===== src/rtl/ag_pkg.sv =====
package ag_pkg;
  localparam int STATUS_W = 10;

  typedef enum logic [1:0] {
    KIND_READ  = 2'd0,
    KIND_WRITE = 2'd1,
    KIND_FETCH = 2'd2,
    KIND_RSVD  = 2'd3
  } accKind_t;

  typedef enum logic [2:0] {
    FT_NONE     = 3'd0,
    FT_INVALID  = 3'd1,
    FT_PROT     = 3'd2,
    FT_PRIV     = 3'd3,
    FT_RESERVED = 3'd4
  } faultType_t;

  // bit 0 = read, bit 1 = write, bit 2 = execute
  typedef struct packed {
    logic x;
    logic w;
    logic r;
  } rights_t;

  typedef struct packed {
    logic record;
    logic overflow;
    logic clear;
  } statusStrobe_t;
endpackage


===== src/rtl/ag_rights.sv =====
module ag_rights
  import ag_pkg::*;
(
  input  logic [2:0] field,
  input  logic       isSuper,
  input  accKind_t   kind,
  input  logic       modified,
  output rights_t    grant,
  output faultType_t checkCode
);
  rights_t base;
  logic    needMet;

  always_comb begin
    base = '0;
    unique case (field)
      3'd0: base = '{x: 1'b0, w: 1'b0, r: 1'b1};
      3'd1: base = '{x: 1'b0, w: 1'b1, r: 1'b1};
      3'd2: base = '{x: 1'b1, w: 1'b0, r: 1'b1};
      3'd3: base = '{x: 1'b1, w: 1'b1, r: 1'b1};
      3'd4: base = '{x: 1'b1, w: 1'b0, r: 1'b0};
      3'd5: base = '{x: 1'b0, w: isSuper, r: 1'b1};
      3'd6: base = '{x: isSuper, w: 1'b0, r: isSuper};
      3'd7: base = '{x: isSuper, w: isSuper, r: isSuper};
      default: base = '0;
    endcase
  end

  always_comb begin
    unique case (kind)
      KIND_WRITE: needMet = base.w;
      KIND_FETCH: needMet = base.x;
      default:    needMet = base.r;
    endcase
  end

  always_comb begin
    if (!isSuper && (field[2:1] == 2'b11)) checkCode = FT_PRIV;
    else if (!needMet)                     checkCode = FT_PROT;
    else                                   checkCode = FT_NONE;
  end

  always_comb begin
    grant   = base;
    grant.w = base.w & modified;
  end
endmodule


===== src/rtl/ag_ctrl.sv =====
module ag_ctrl
  import ag_pkg::*;
(
  input  logic                reqValid,
  input  accKind_t            kind,
  input  logic                isSuper,
  input  logic                noFaultMode,
  input  faultType_t          checkCode,
  input  rights_t             grantIn,
  input  logic                walkErr,
  input  logic [1:0]          walkErrLevel,
  input  logic                walkErrReserved,
  input  logic                statusRd,
  input  logic                statusNonZero,
  output logic                allowed,
  output rights_t             permOut,
  output statusStrobe_t       strobe,
  output logic [STATUS_W-1:0] faultWord
);
  logic       checkFault;
  logic       fault;
  logic [2:0] accIdx;
  faultType_t faultType;
  logic [1:0] level;

  assign checkFault = (checkCode != FT_NONE) && !(noFaultMode && !isSuper);
  assign fault      = reqValid && (walkErr || checkFault);
  assign accIdx     = {kind == KIND_WRITE, kind == KIND_FETCH, isSuper};
  assign faultType  = walkErr ? (walkErrReserved ? FT_RESERVED : FT_INVALID) : checkCode;
  assign level      = walkErr ? walkErrLevel : 2'd0;
  assign faultWord  = {level, accIdx, faultType, 1'b1, 1'b0};

  assign allowed = reqValid && !fault;
  assign permOut = allowed ? grantIn : '0;

  assign strobe.record   = fault;
  assign strobe.overflow = fault && statusNonZero && !statusRd;
  assign strobe.clear    = statusRd && !fault;
endmodule


===== src/rtl/ag_datapath.sv =====
module ag_datapath
  import ag_pkg::*;
#(
  parameter int VA_W       = 32,
  parameter int PAGE_SHIFT = 12
) (
  input  logic                clk,
  input  logic                rstN,
  input  statusStrobe_t       strobe,
  input  logic [STATUS_W-1:0] faultWord,
  input  logic [VA_W-1:0]     reqVa,
  output logic [STATUS_W-1:0] statusQ,
  output logic [VA_W-1:0]     addrQ,
  output logic                statusNonZero
);
  localparam int PAGE_HI = VA_W - PAGE_SHIFT;

  logic [VA_W-1:0] alignedVa;
  assign alignedVa     = {reqVa[VA_W-1:PAGE_SHIFT], {PAGE_SHIFT{1'b0}}};
  assign statusNonZero = |statusQ;

  always_ff @(posedge clk) begin
    if (!rstN) begin
      statusQ <= '0;
    end else if (strobe.record) begin
      statusQ <= faultWord | {{(STATUS_W-1){1'b0}}, strobe.overflow};
    end else if (strobe.clear) begin
      statusQ <= '0;
    end
  end

  always_ff @(posedge clk) begin
    if (!rstN)              addrQ <= '0;
    else if (strobe.record) addrQ <= alignedVa;
  end

  initial begin
    if (PAGE_HI < 1) $error("PAGE_SHIFT must be below VA_W");
  end
endmodule


===== src/rtl/access_guard.sv =====
module access_guard
  import ag_pkg::*;
#(
  parameter int VA_W       = 32,
  parameter int PAGE_SHIFT = 12
) (
  input  logic                clk,
  input  logic                rstN,
  input  logic                reqValid,
  input  logic [VA_W-1:0]     reqVa,
  input  logic [1:0]          reqKind,
  input  logic                reqSuper,
  input  logic                noFaultMode,
  input  logic [2:0]          leafAcc,
  input  logic                leafModified,
  input  logic                walkErr,
  input  logic [1:0]          walkErrLevel,
  input  logic                walkErrReserved,
  input  logic                statusRd,
  output logic                allowed,
  output logic [2:0]          permMask,
  output logic [STATUS_W-1:0] faultStatus,
  output logic [VA_W-1:0]     faultAddr
);
  accKind_t            kind;
  rights_t             grant;
  rights_t             permOut;
  faultType_t          checkCode;
  statusStrobe_t       strobe;
  logic [STATUS_W-1:0] faultWord;
  logic                statusNonZero;

  assign kind     = accKind_t'(reqKind);
  assign permMask = permOut;

  ag_rights rights_i (
    .field(leafAcc), .isSuper(reqSuper), .kind(kind),
    .modified(leafModified), .grant(grant), .checkCode(checkCode)
  );

  ag_ctrl ctrl_i (
    .reqValid(reqValid), .kind(kind), .isSuper(reqSuper),
    .noFaultMode(noFaultMode), .checkCode(checkCode), .grantIn(grant),
    .walkErr(walkErr), .walkErrLevel(walkErrLevel),
    .walkErrReserved(walkErrReserved), .statusRd(statusRd),
    .statusNonZero(statusNonZero), .allowed(allowed), .permOut(permOut),
    .strobe(strobe), .faultWord(faultWord)
  );

  ag_datapath #(.VA_W(VA_W), .PAGE_SHIFT(PAGE_SHIFT)) dp_i (
    .clk(clk), .rstN(rstN), .strobe(strobe), .faultWord(faultWord),
    .reqVa(reqVa), .statusQ(faultStatus), .addrQ(faultAddr),
    .statusNonZero(statusNonZero)
  );
endmodule


===== config.mk =====
export PLATFORM = sky130hd
export DESIGN_NAME = access_guard
export DESIGN_NICKNAME = d
export VERILOG_FILES = /design/src/rtl/ag_pkg.sv /design/src/rtl/ag_rights.sv /design/src/rtl/ag_ctrl.sv /design/src/rtl/ag_datapath.sv /design/src/rtl/access_guard.sv
export SDC_FILE = /design/constraint.sdc
export NUM_CORES = 1
export LEC_CHECK = 0
export ABC_AREA = 1
export BUFFER_PORTS_ARGS = -buffer_cell sky130_fd_sc_hd__buf_2
export CORE_MARGIN = 2
export CORE_UTILIZATION = 44
export DETAILED_ROUTE_END_ITERATION = 16
export GPL_ROUTABILITY_DRIVEN = 1
export PLACE_DENSITY = 0.92
export SYNTH_ARGS = -nofsm -noshare
export SYNTH_HDL_FRONTEND = slang
export SYNTH_SLANG_ARGS = --single-unit
export TNS_END_PERCENT = 100

===== constraint.sdc =====
create_clock -name clk -period 2.45 [get_ports clk]
set_input_delay 0.3675 -clock clk [delete_from_list [all_inputs] [get_ports clk]]
set_output_delay 0.3675 -clock clk [all_outputs]
set_load 0.02 [all_outputs]

==> impl_metrics.json, run 1 <==
{
  "status": "finished clean",
  "clk_latency_ns": 0.32,
  "areaGrowthSynthToFinish_pct": 24.5,
  "grt_overflow": 0,
  "cts_resized": 0,
  "cap_violations": 0,
  "grt_setup_unrepaired": "false",
  "critPathMaxFanout": 4,
  "comb_power_share_pct": 23.1,
  "cts_tree": "built",
  "grt_pass1_vias": 1102,
  "worstSetupStartpointType": "primary input",
  "r2r_slack_ns": 1.50,
  "skew_ns": 0.0101,
  "syn_avg_cell_area_um2": 7.48,
  "ant_nets": 0,
  "r2r_end": "dp_i.statusQ[0]",
  "final-instance-count-excl-fill": 286,
  "place_inst": 278,
  "synth_warnings": 0,
  "place_congestion": 0.757,
  "setup_tns_ns": 0,
  "die_w_um": 59.9,
  "cts_buffers": 5,
  "yosys.cell_count.top_type": "nor2_1",
  "placed_cell_area_um2": 1650,
  "clkSinkCount": 30,
  "antenna_found_initial": 0,
  "postSynthCellCount": 184,
  "p_int_uw": 749,
  "ys_seq_area_share_pct": 43.6,
  "dp_slack_ns": 0.445,
  "worst_ir_drop_vdd_v": 0.000267,
  "yosys-top-cells-area": "dfxtp_1 44%, nor2_1 12%, buf_4 7.1%, o21ai_1 5.8%, nand3_1 5.5%",
  "track_usage_pct": 17.7,
  "required_ns": 2.08,
  "clk_path_buf_depth": 2,
  "ctsHoldBuffers": 0,
  "drt-initial-drc-count": 47,
  "die_h_um": 59.9,
  "diodes": 0,
  "seqPwrFrac_pct": 49.6,
  "final_hold_viol_count": 0,
  "rr_worst_depth": 3,
  "fmax_mhz": 535,
  "drt-pass1-iter-count": 6,
  "synth-edff-count": 0,
  "cts_setup_buffers": 0,
  "slew_viol_final": 0,
  "cts-root-buf": "clkbuf_4",
  "synth.ff_latch_count": 30,
  "timing.final.crit_period_ns": 1.87,
  "post-route-util_pct": 57.1,
  "nNetsFinal": 302,
  "end_kind": "output pin",
  "coreArea_um2": 3000,
  "nFillCells": 287,
  "worst_slack_ns": 0.582,
  "setup_viol": 0,
  "grt_pass1_wl_um": 4710,
  "port_buffers": 69,
  "syn_area_um2": 1380,
  "core.rowCount": 20,
  "power_density_nw_per_um2": 637,
  "synth_cell_types": 24,
  "hold_path.class": "primary input to flip-flop",
  "critPathLaunch": "reqKind[0]",
  "synth.top_cells.by_count": "45 x nor2_1, 30 x dfxtp_1, 18 x nand2_1",
  "post-dp-hpwl_um": 2150,
  "sw_frac_of_total_pct": 31.4,
  "drc": 0,
  "htree_levels": 2,
  "start_util_pct": 45.8,
  "clk_pin_slew_ns": 0.09,
  "grt_max_degree": 32,
  "wl_um": 2850,
  "synth_top_area_share_pct": 43.6,
  "wl_per_cell_um": 9.96,
  "r2r_start": "dp_i.statusQ[3]",
  "design_area_um2": 1710,
  "finalCritPeriodShare_pct": 76.2,
  "p_leak_uw": 0.000942,
  "cp.arrival_ns": 1.50,
  "drive_above_1_share_pct": 34.4,
  "io_pins": 94,
  "dieArea_um2": 3590,
  "crit_path_end": "permMask[2]",
  "total_switching_power_uw": 343,
  "clkPwrFrac_pct": 27.3,
  "vias": 1329,
  "synthArstFlopShare_pct": 0,
  "crit_type": "primary input to output pin",
  "via_per_inst": 4.65,
  "yosys.area.top_type": "dfxtp_1",
  "synth-main-ff-cell": "dfxtp_1"
}
critical path, stage by stage:
cell     delay, ns
buf_2         0.09
inv_1         0.04
ha_1          0.28
inv_1         0.04
nand2_1       0.05
inv_1         0.04
nand2_1       0.06
nand2_2       0.06
nand2_2       0.07
nand3_1       0.13
nor2_1        0.11
buf_2         0.17
cell families (layout without fill, tap and decap cells):
| family | after synthesis | count (layout) | share of synthesized area [%] |
|---|---|---|---|
| AO/OA/AOI/OAI | 29 | 29 | 11.1 |
| flip-flops | 30 | 30 | 43.6 |
| buffers and inverters | 33 | 91 | 14.9 |
| other | 1 | 12 | 0.272 |
| AND/OR/NAND/NOR | 89 | 89 | 28.3 |
| adder cells (fa/ha/maj) | 2 | 2 | 1.82 |
worst min path at each step:
stage,to,startpoint,cells past startpoint,slack (ns)
after floorplan,dp_i.statusQ[1],rstN,2,0.49
after global placement,dp_i.addrQ[21],dp_i.addrQ[21],2,0.46
after detailed placement,dp_i.statusQ[1],dp_i.statusQ[1],2,0.47
after CTS,dp_i.addrQ[29],reqVa[29],3,0.26
after global routing,dp_i.addrQ[28],reqVa[28],3,0.25
final,dp_i.addrQ[29],reqVa[29],3,0.27
registers in the layout, summed over array words and instances, names as in the netlist:
signal / count
dp_i.statusQ: 10
dp_i.addrQ: 20
per-stage QoR:
step | power [uW] | hold WS [ns]
final | 1090 | 0.275
after global routing | 1160 | 0.252
after floorplan | 748 | 0.490
after global placement | 804 | 0.458
after detailed placement | 809 | 0.465
after CTS | 1110 | 0.259
area by class of cell:
type / instances / area (um^2) / share of cell area [%]
multi-input combinational: 132 / 612 / 35.7
tap: 33 / 41.3 / 2.41
timing repair buffer: 69 / 345 / 20.1
inverter: 14 / 55.1 / 3.21
clock buffer: 7 / 55.1 / 3.21
clock inverter: 1 / 5.00 / 0.292
sequential: 30 / 601 / 35.0
cells in the final DEF, fill, tap and decap left out, drive strengths merged:
cell / count
buf: 69
nor2: 46
dfxtp: 30
nand2: 23
o21ai: 22
nand3: 16
inv: 14
conb: 12
a21oi: 7
clkbuf: 7
nor4: 2
ha: 2
and3: 1
nand4: 1
clkinv: 1
per-layer routing:
| layer | vias up | track usage (%) | share of wire (%) |
|---|---|---|---|
| met3 | 6 | 6.93 | 9.0 |
| met1 | 557 | 20.5 | 44 |
| met4 | 0 | 8.57 | 2.0 |
| met2 | 62 | 28.4 | 45 |
| met5 | - | 0 | 0 |
| li1 | 704 | - | - |
power groups by stage:
stage / combinational (uW) / sequential (uW) / clock (uW)
6_report: 253 / 542 / 298
5_1_grt: 286 / 547 / 328
4_1_cts: 255 / 542 / 310
3_5_place_dp: 255 / 554 / 0
3_3_place_gp: 251 / 552 / 0
2_1_floorplan: 149 / 598 / 0
Power figures use the tool's default switching activity.
==> inputs of run 2 (changes only) <==
- CORE_UTILIZATION: 44 -> 37
- PLACE_DENSITY: 0.92 -> 0.84
- clock period: 2.45 -> 1.7 ns (I/O delays scaled with it)
==> run 2 against run 1 <==
Net effect:
- final cell count increased by 6.6%
- critical path depth unchanged
- hold slack got worse by 0.059 ns
- clock power increased by 90%
- combinational power increased by 57%
- core utilization decreased by 6.1 points
- first-iteration DRC count increased by 32%
- register-to-register slack got worse by 0.81 ns
- critical endpoint is now permMask[1]
- critical path type unchanged
- sequential power increased by 44%
==> impl_metrics.json, run 2 (synthesis results as in run 1) <==
{
  "worst_slack_ns": 0.125,
  "power_density_nw_per_um2": 949,
  "clk_latency_ns": 0.27,
  "crit_type": "primary input to output pin",
  "cp.arrival_ns": 1.32,
  "largestRegisters": "dp_i.addrQ (20), dp_i.statusQ (10)",
  "clk_pin_slew_ns": 0.06,
  "slew_viol_final": 0,
  "grt_pass1_wl_um": 5130,
  "end_kind": "output pin",
  "drive_above_1_share_pct": 37.0,
  "drc": 0,
  "place_congestion": 0.743,
  "crit_chain": "buf_2 > inv_1 > ha_1 > inv_1 > nand2_1 > inv_1 > nand2_1 > nand2_2 > nand2_4 > nand3_4 > nor2_2 > buf_4",
  "io_pins": 94,
  "dp_slack_ns": 0.0153,
  "core.rowCount": 22,
  "antenna_found_initial": 0,
  "min_path_cells": 3,
  "cpMaxStageDelayCell": "ha_1",
  "track_usage_pct": 15.9,
  "clkSinkCount": 30,
  "cts_tree": "built",
  "placed_cell_area_um2": 1720,
  "grt_pass1_vias": 1212,
  "final_hold_viol_count": 0,
  "start_util_pct": 38.2,
  "cts_resized": 0,
  "die_w_um": 65.0,
  "hp-start": "reqVa[26]",
  "ctsHoldBuffers": 0,
  "cts-root-buf": "clkbuf_8",
  "r2r_slack_ns": 0.69,
  "nFillCells": 380,
  "nNetsFinal": 306,
  "via_per_inst": 4.50,
  "cts_buffers": 5,
  "timing.final.crit_period_ns": 1.58,
  "finalCritPeriodShare_pct": 92.7,
  "post-dp-hpwl_um": 2420,
  "r2r_end": "dp_i.statusQ[0]",
  "rr_worst_depth": 3,
  "wl_um": 3170,
  "coreArea_um2": 3610,
  "port_buffers": 69,
  "final_cell_mix": "66 x buf_2, 42 x nor2_1, 30 x dfxtp_1",
  "fmax_mhz": 635,
  "post-route-util_pct": 51.0,
  "htree_levels": 2,
  "status": "finished clean",
  "cts_setup_buffers": 0,
  "grt_overflow": 0,
  "path_common_cell": "inv_1",
  "skew_ns": 0.00295,
  "wl_per_cell_um": 10.4,
  "diodes": 0,
  "whs_ns": 0.216,
  "drt-initial-drc-count": 62,
  "critPathMaxFanout": 4,
  "final_common_cell": "buf_2",
  "design_area_um2": 1840,
  "min_to": "dp_i.addrQ[26]",
  "largest_register_ffs": 20,
  "areaGrowthSynthToFinish_pct": 33.6,
  "crit_path_max_incr_delay_ns": 0.28,
  "ant_nets": 0,
  "p_leak_uw": 0.000983,
  "cap_violations": 0,
  "required_ns": 1.44,
  "hold_path.class": "primary input to flip-flop",
  "setup_viol": 0,
  "r2r_start": "dp_i.statusQ[3]",
  "dieArea_um2": 4220,
  "grt_max_degree": 23,
  "vias": 1372,
  "worst_ir_drop_vdd_v": 0.000317,
  "worstSetupStartpointType": "primary input",
  "top_register": "dp_i.addrQ",
  "grt_setup_unrepaired": "true",
  "critPathLaunch": "reqKind[0]",
  "drt-pass1-iter-count": 6,
  "die_h_um": 65.0,
  "clk_path_buf_depth": 2
}
## run 2: cell types whose count changed in the layout (fill, tap and decap cells not counted)
cell	change
buf_12	+1
buf_2	-3
buf_4	+6
clkbuf_4	-5
clkbuf_8	+5
nand2_2	-1
nand2_4	+1
nand3_1	-1
nand3_4	+1
nor2_1	-3
nor2_2	+3
## run 2: final cells by class
cell class / count / area (um^2) / share of cell area (%)
clock buffers: 7 / 86.3 / 4.69
clock inverters: 1 / 5.00 / 0.272
inverters: 14 / 55.1 / 2.99
multi-input cells: 132 / 637 / 34.6
flip-flops and latches: 30 / 601 / 32.7
well taps: 48 / 60.1 / 3.27
repair buffers: 73 / 395 / 21.5
## run 2: critical path: cells and delay by family
kind                       cells  cell delay [ns]
and+or+nand+nor                6             0.45
adders and majority gates      1             0.28
buffers and inverters          5             0.34
## run 2: per-stage QoR
| stage | power (uW) | setup TNS (ns) | cells |
|---|---|---|---|
| after floorplan | 1080 | 0 | 195 |
| after global placement | 1180 | 0 | 297 |
| after detailed placement | 1190 | 0 | 297 |
| after CTS | 1760 | 0 | 305 |
| after global routing | 1850 | -0.0124 | 305 |
| final | 1750 | 0 | 305 |
## run 2: how the worst max path moves through the flow
| stage | to | slack [ns] | cells after the start |
|---|---|---|---|
| floorplan | permMask[0] | 0.19 | 10 |
| global placement | dp_i.statusQ[5] | 0.05 | 14 |
| detailed placement | dp_i.statusQ[5] | 0.02 | 14 |
| CTS | permMask[2] | 0.05 | 12 |
| global route | permMask[0] | -0.006 | 12 |
| finish | permMask[1] | 0.12 | 12 |
## run 2: power breakdown
part	leakage, uW	switching, uW	internal, uW
Sequential	0.000247	27.0	756
Combinational	0.000687	253	143
Clock	0.0000482	240	326
Total	0.000983	520	1220
## run 2: routing by layer
layer | track usage (%) | share of wire [%] | up-vias
met1 | 17.2 | 42 | 592
met3 | 4.86 | 8.2 | 7
met5 | 0 | 0 | -
li1 | - | - | 708
met4 | 8.78 | 2.2 | 0
met2 | 27.6 | 47 | 65
==> inputs of run 3 (changes only) <==
- CORE_MARGIN: 2 -> unset
==> run 3 against run 2 <==
Net effect:
- largest cell class unchanged
- sequential share of layout area down 0.72 points
- die area down 6.1%
- fmax down 2.3%
==> impl_metrics.json, run 3 (synthesis results as in run 1) <==
{
  "status": "finished clean",
  "start_util_pct": 40.0,
  "io_pins": 94,
  "design_area_um2": 1880,
  "die_h_um": 63.0,
  "antenna_found_initial": 0,
  "timing.final.crit_period_ns": 1.61,
  "min_to": "dp_i.addrQ[29]",
  "wl_um": 3100,
  "crit_buf_inv": 5,
  "slew_viol_final": 0,
  "crit_path_max_incr_delay_ns": 0.26,
  "worstSetupStartpointType": "primary input",
  "r2r_end": "dp_i.statusQ[0]",
  "required_ns": 1.44,
  "grt_pass1_vias": 1233,
  "path_common_cell": "inv_1",
  "cpMaxStageDelayCell": "ha_4",
  "r2r_slack_ns": 0.75,
  "cp_top_family": "simple AND/OR/NAND/NOR gates",
  "nFillCells": 336,
  "setup_tns_ns": 0,
  "ant_nets": 0,
  "diodes": 0,
  "power.total_uw": 1720,
  "cts-root-buf": "clkbuf_8",
  "clkSinkCount": 30,
  "cp.arrival_ns": 1.36,
  "grt_max_degree": 22,
  "seqCellArea_um2": 601,
  "critPathMaxFanout": 4,
  "drc": 0,
  "skew_ns": 0.00398,
  "vias": 1353,
  "largest_register_ffs": 20,
  "final_hold_viol_count": 0,
  "wl_per_cell_um": 10.2,
  "grt_overflow": 0,
  "min_path_cells": 3,
  "clk_pin_slew_ns": 0.06,
  "nNetsFinal": 308,
  "largestRegisters": "dp_i.addrQ (20), dp_i.statusQ (10)",
  "drt-pass1-iter-count": 4,
  "crit_chain": "buf_2 > inv_1 > ha_4 > inv_1 > nand2_1 > inv_1 > nand2_1 > nand2_2 > nand2_4 > nand3_4 > nor2_1 > buf_4",
  "clk_path_buf_depth": 2,
  "htree_levels": 2,
  "cts_resized": 0,
  "power_density_nw_per_um2": 913,
  "end_kind": "output pin",
  "top_register": "dp_i.addrQ",
  "finalCritPeriodShare_pct": 94.8,
  "placed_cell_area_um2": 1750,
  "fmax_mhz": 620,
  "rr_worst_depth": 3,
  "setup_viol": 0,
  "cts_setup_buffers": 0,
  "r2r_start": "dp_i.statusQ[3]",
  "place_congestion": 0.745,
  "hold_path.class": "primary input to flip-flop",
  "final_common_cell": "buf_2",
  "cap_violations": 0,
  "areaGrowthSynthToFinish_pct": 36.6,
  "worst_ir_drop_vdd_v": 0.000371,
  "grt_pass1_wl_um": 5180,
  "final_cell_mix": "66 x buf_2, 44 x nor2_1, 30 x dfxtp_1",
  "drt-initial-drc-count": 65,
  "clk_latency_ns": 0.28,
  "coreArea_um2": 3440,
  "dieArea_um2": 3970,
  "core.rowCount": 21,
  "hp-start": "reqVa[29]",
  "cts_buffers": 5,
  "port_buffers": 69,
  "post-dp-hpwl_um": 2350,
  "multi_input_area_um2": 649,
  "critPathLaunch": "reqKind[0]",
  "drive_above_1_share_pct": 37.2,
  "cts_tree": "built",
  "crit_cells": 12,
  "track_usage_pct": 16.9,
  "die_w_um": 63.0,
  "ctsHoldBuffers": 0,
  "p_leak_uw": 0.000997,
  "crit_type": "primary input to output pin",
  "via_per_inst": 4.45
}
[run 3: worst max path at each step]
stage | slack, ns | endpoint
2_1_floorplan | 0.19 | permMask[0]
3_3_place_gp | 0.06 | dp_i.addrQ[24]
3_5_place_dp | 0.01 | dp_i.addrQ[16]
4_1_cts | 0.05 | permMask[2]
5_1_grt | -0.02 | permMask[0]
6_report | 0.09 | permMask[0]
[run 3: where the power goes]
group / leakage [uW] / switching, uW / internal (uW)
combinational: 0.000706 / 257 / 161
clock: 0.0000438 / 242 / 273
sequential: 0.000247 / 26.3 / 756
total: 0.000997 / 526 / 1190
[run 3: routing by layer]
metal | track usage (%) | vias up | wire [um]
met2 | 28.9 | 60 | 1500
met3 | 5.84 | 7 | 235
li1 | - | 712 | -
met5 | 0 | - | 0
met1 | 18.2 | 574 | 1310
met4 | 8.72 | 0 | 61
[run 3: layout make-up]
class / count / share of cell area, %
clock buffer: 5 / 3.66
clock inverter: 2 / 0.532
inverter: 14 / 2.93
multi-input combinational: 132 / 34.5
sequential: 30 / 31.9
tap: 46 / 3.06
timing repair buffer: 75 / 23.4
[run 3: worst register-to-register path: cells and delay by family (launching register included)]
kind | cells | cell delay (ns)
AOI/OAI and AO/OA | 1 | 0.05
DFF | 1 | 0.32
and+or+nand+nor | 2 | 0.48
[run 3: metrics by stage]
stage               std cells  utilization [%]  hold WS (ns)  worst slack (ns)
floorplan                 195                -         0.377             0.195
global placement          297             50.9         0.457            0.0578
detailed placement        297             50.9         0.464            0.0147
CTS                       304             53.2         0.207            0.0517
global route              304             54.6         0.215           -0.0173
finish                    304             54.6         0.214            0.0882
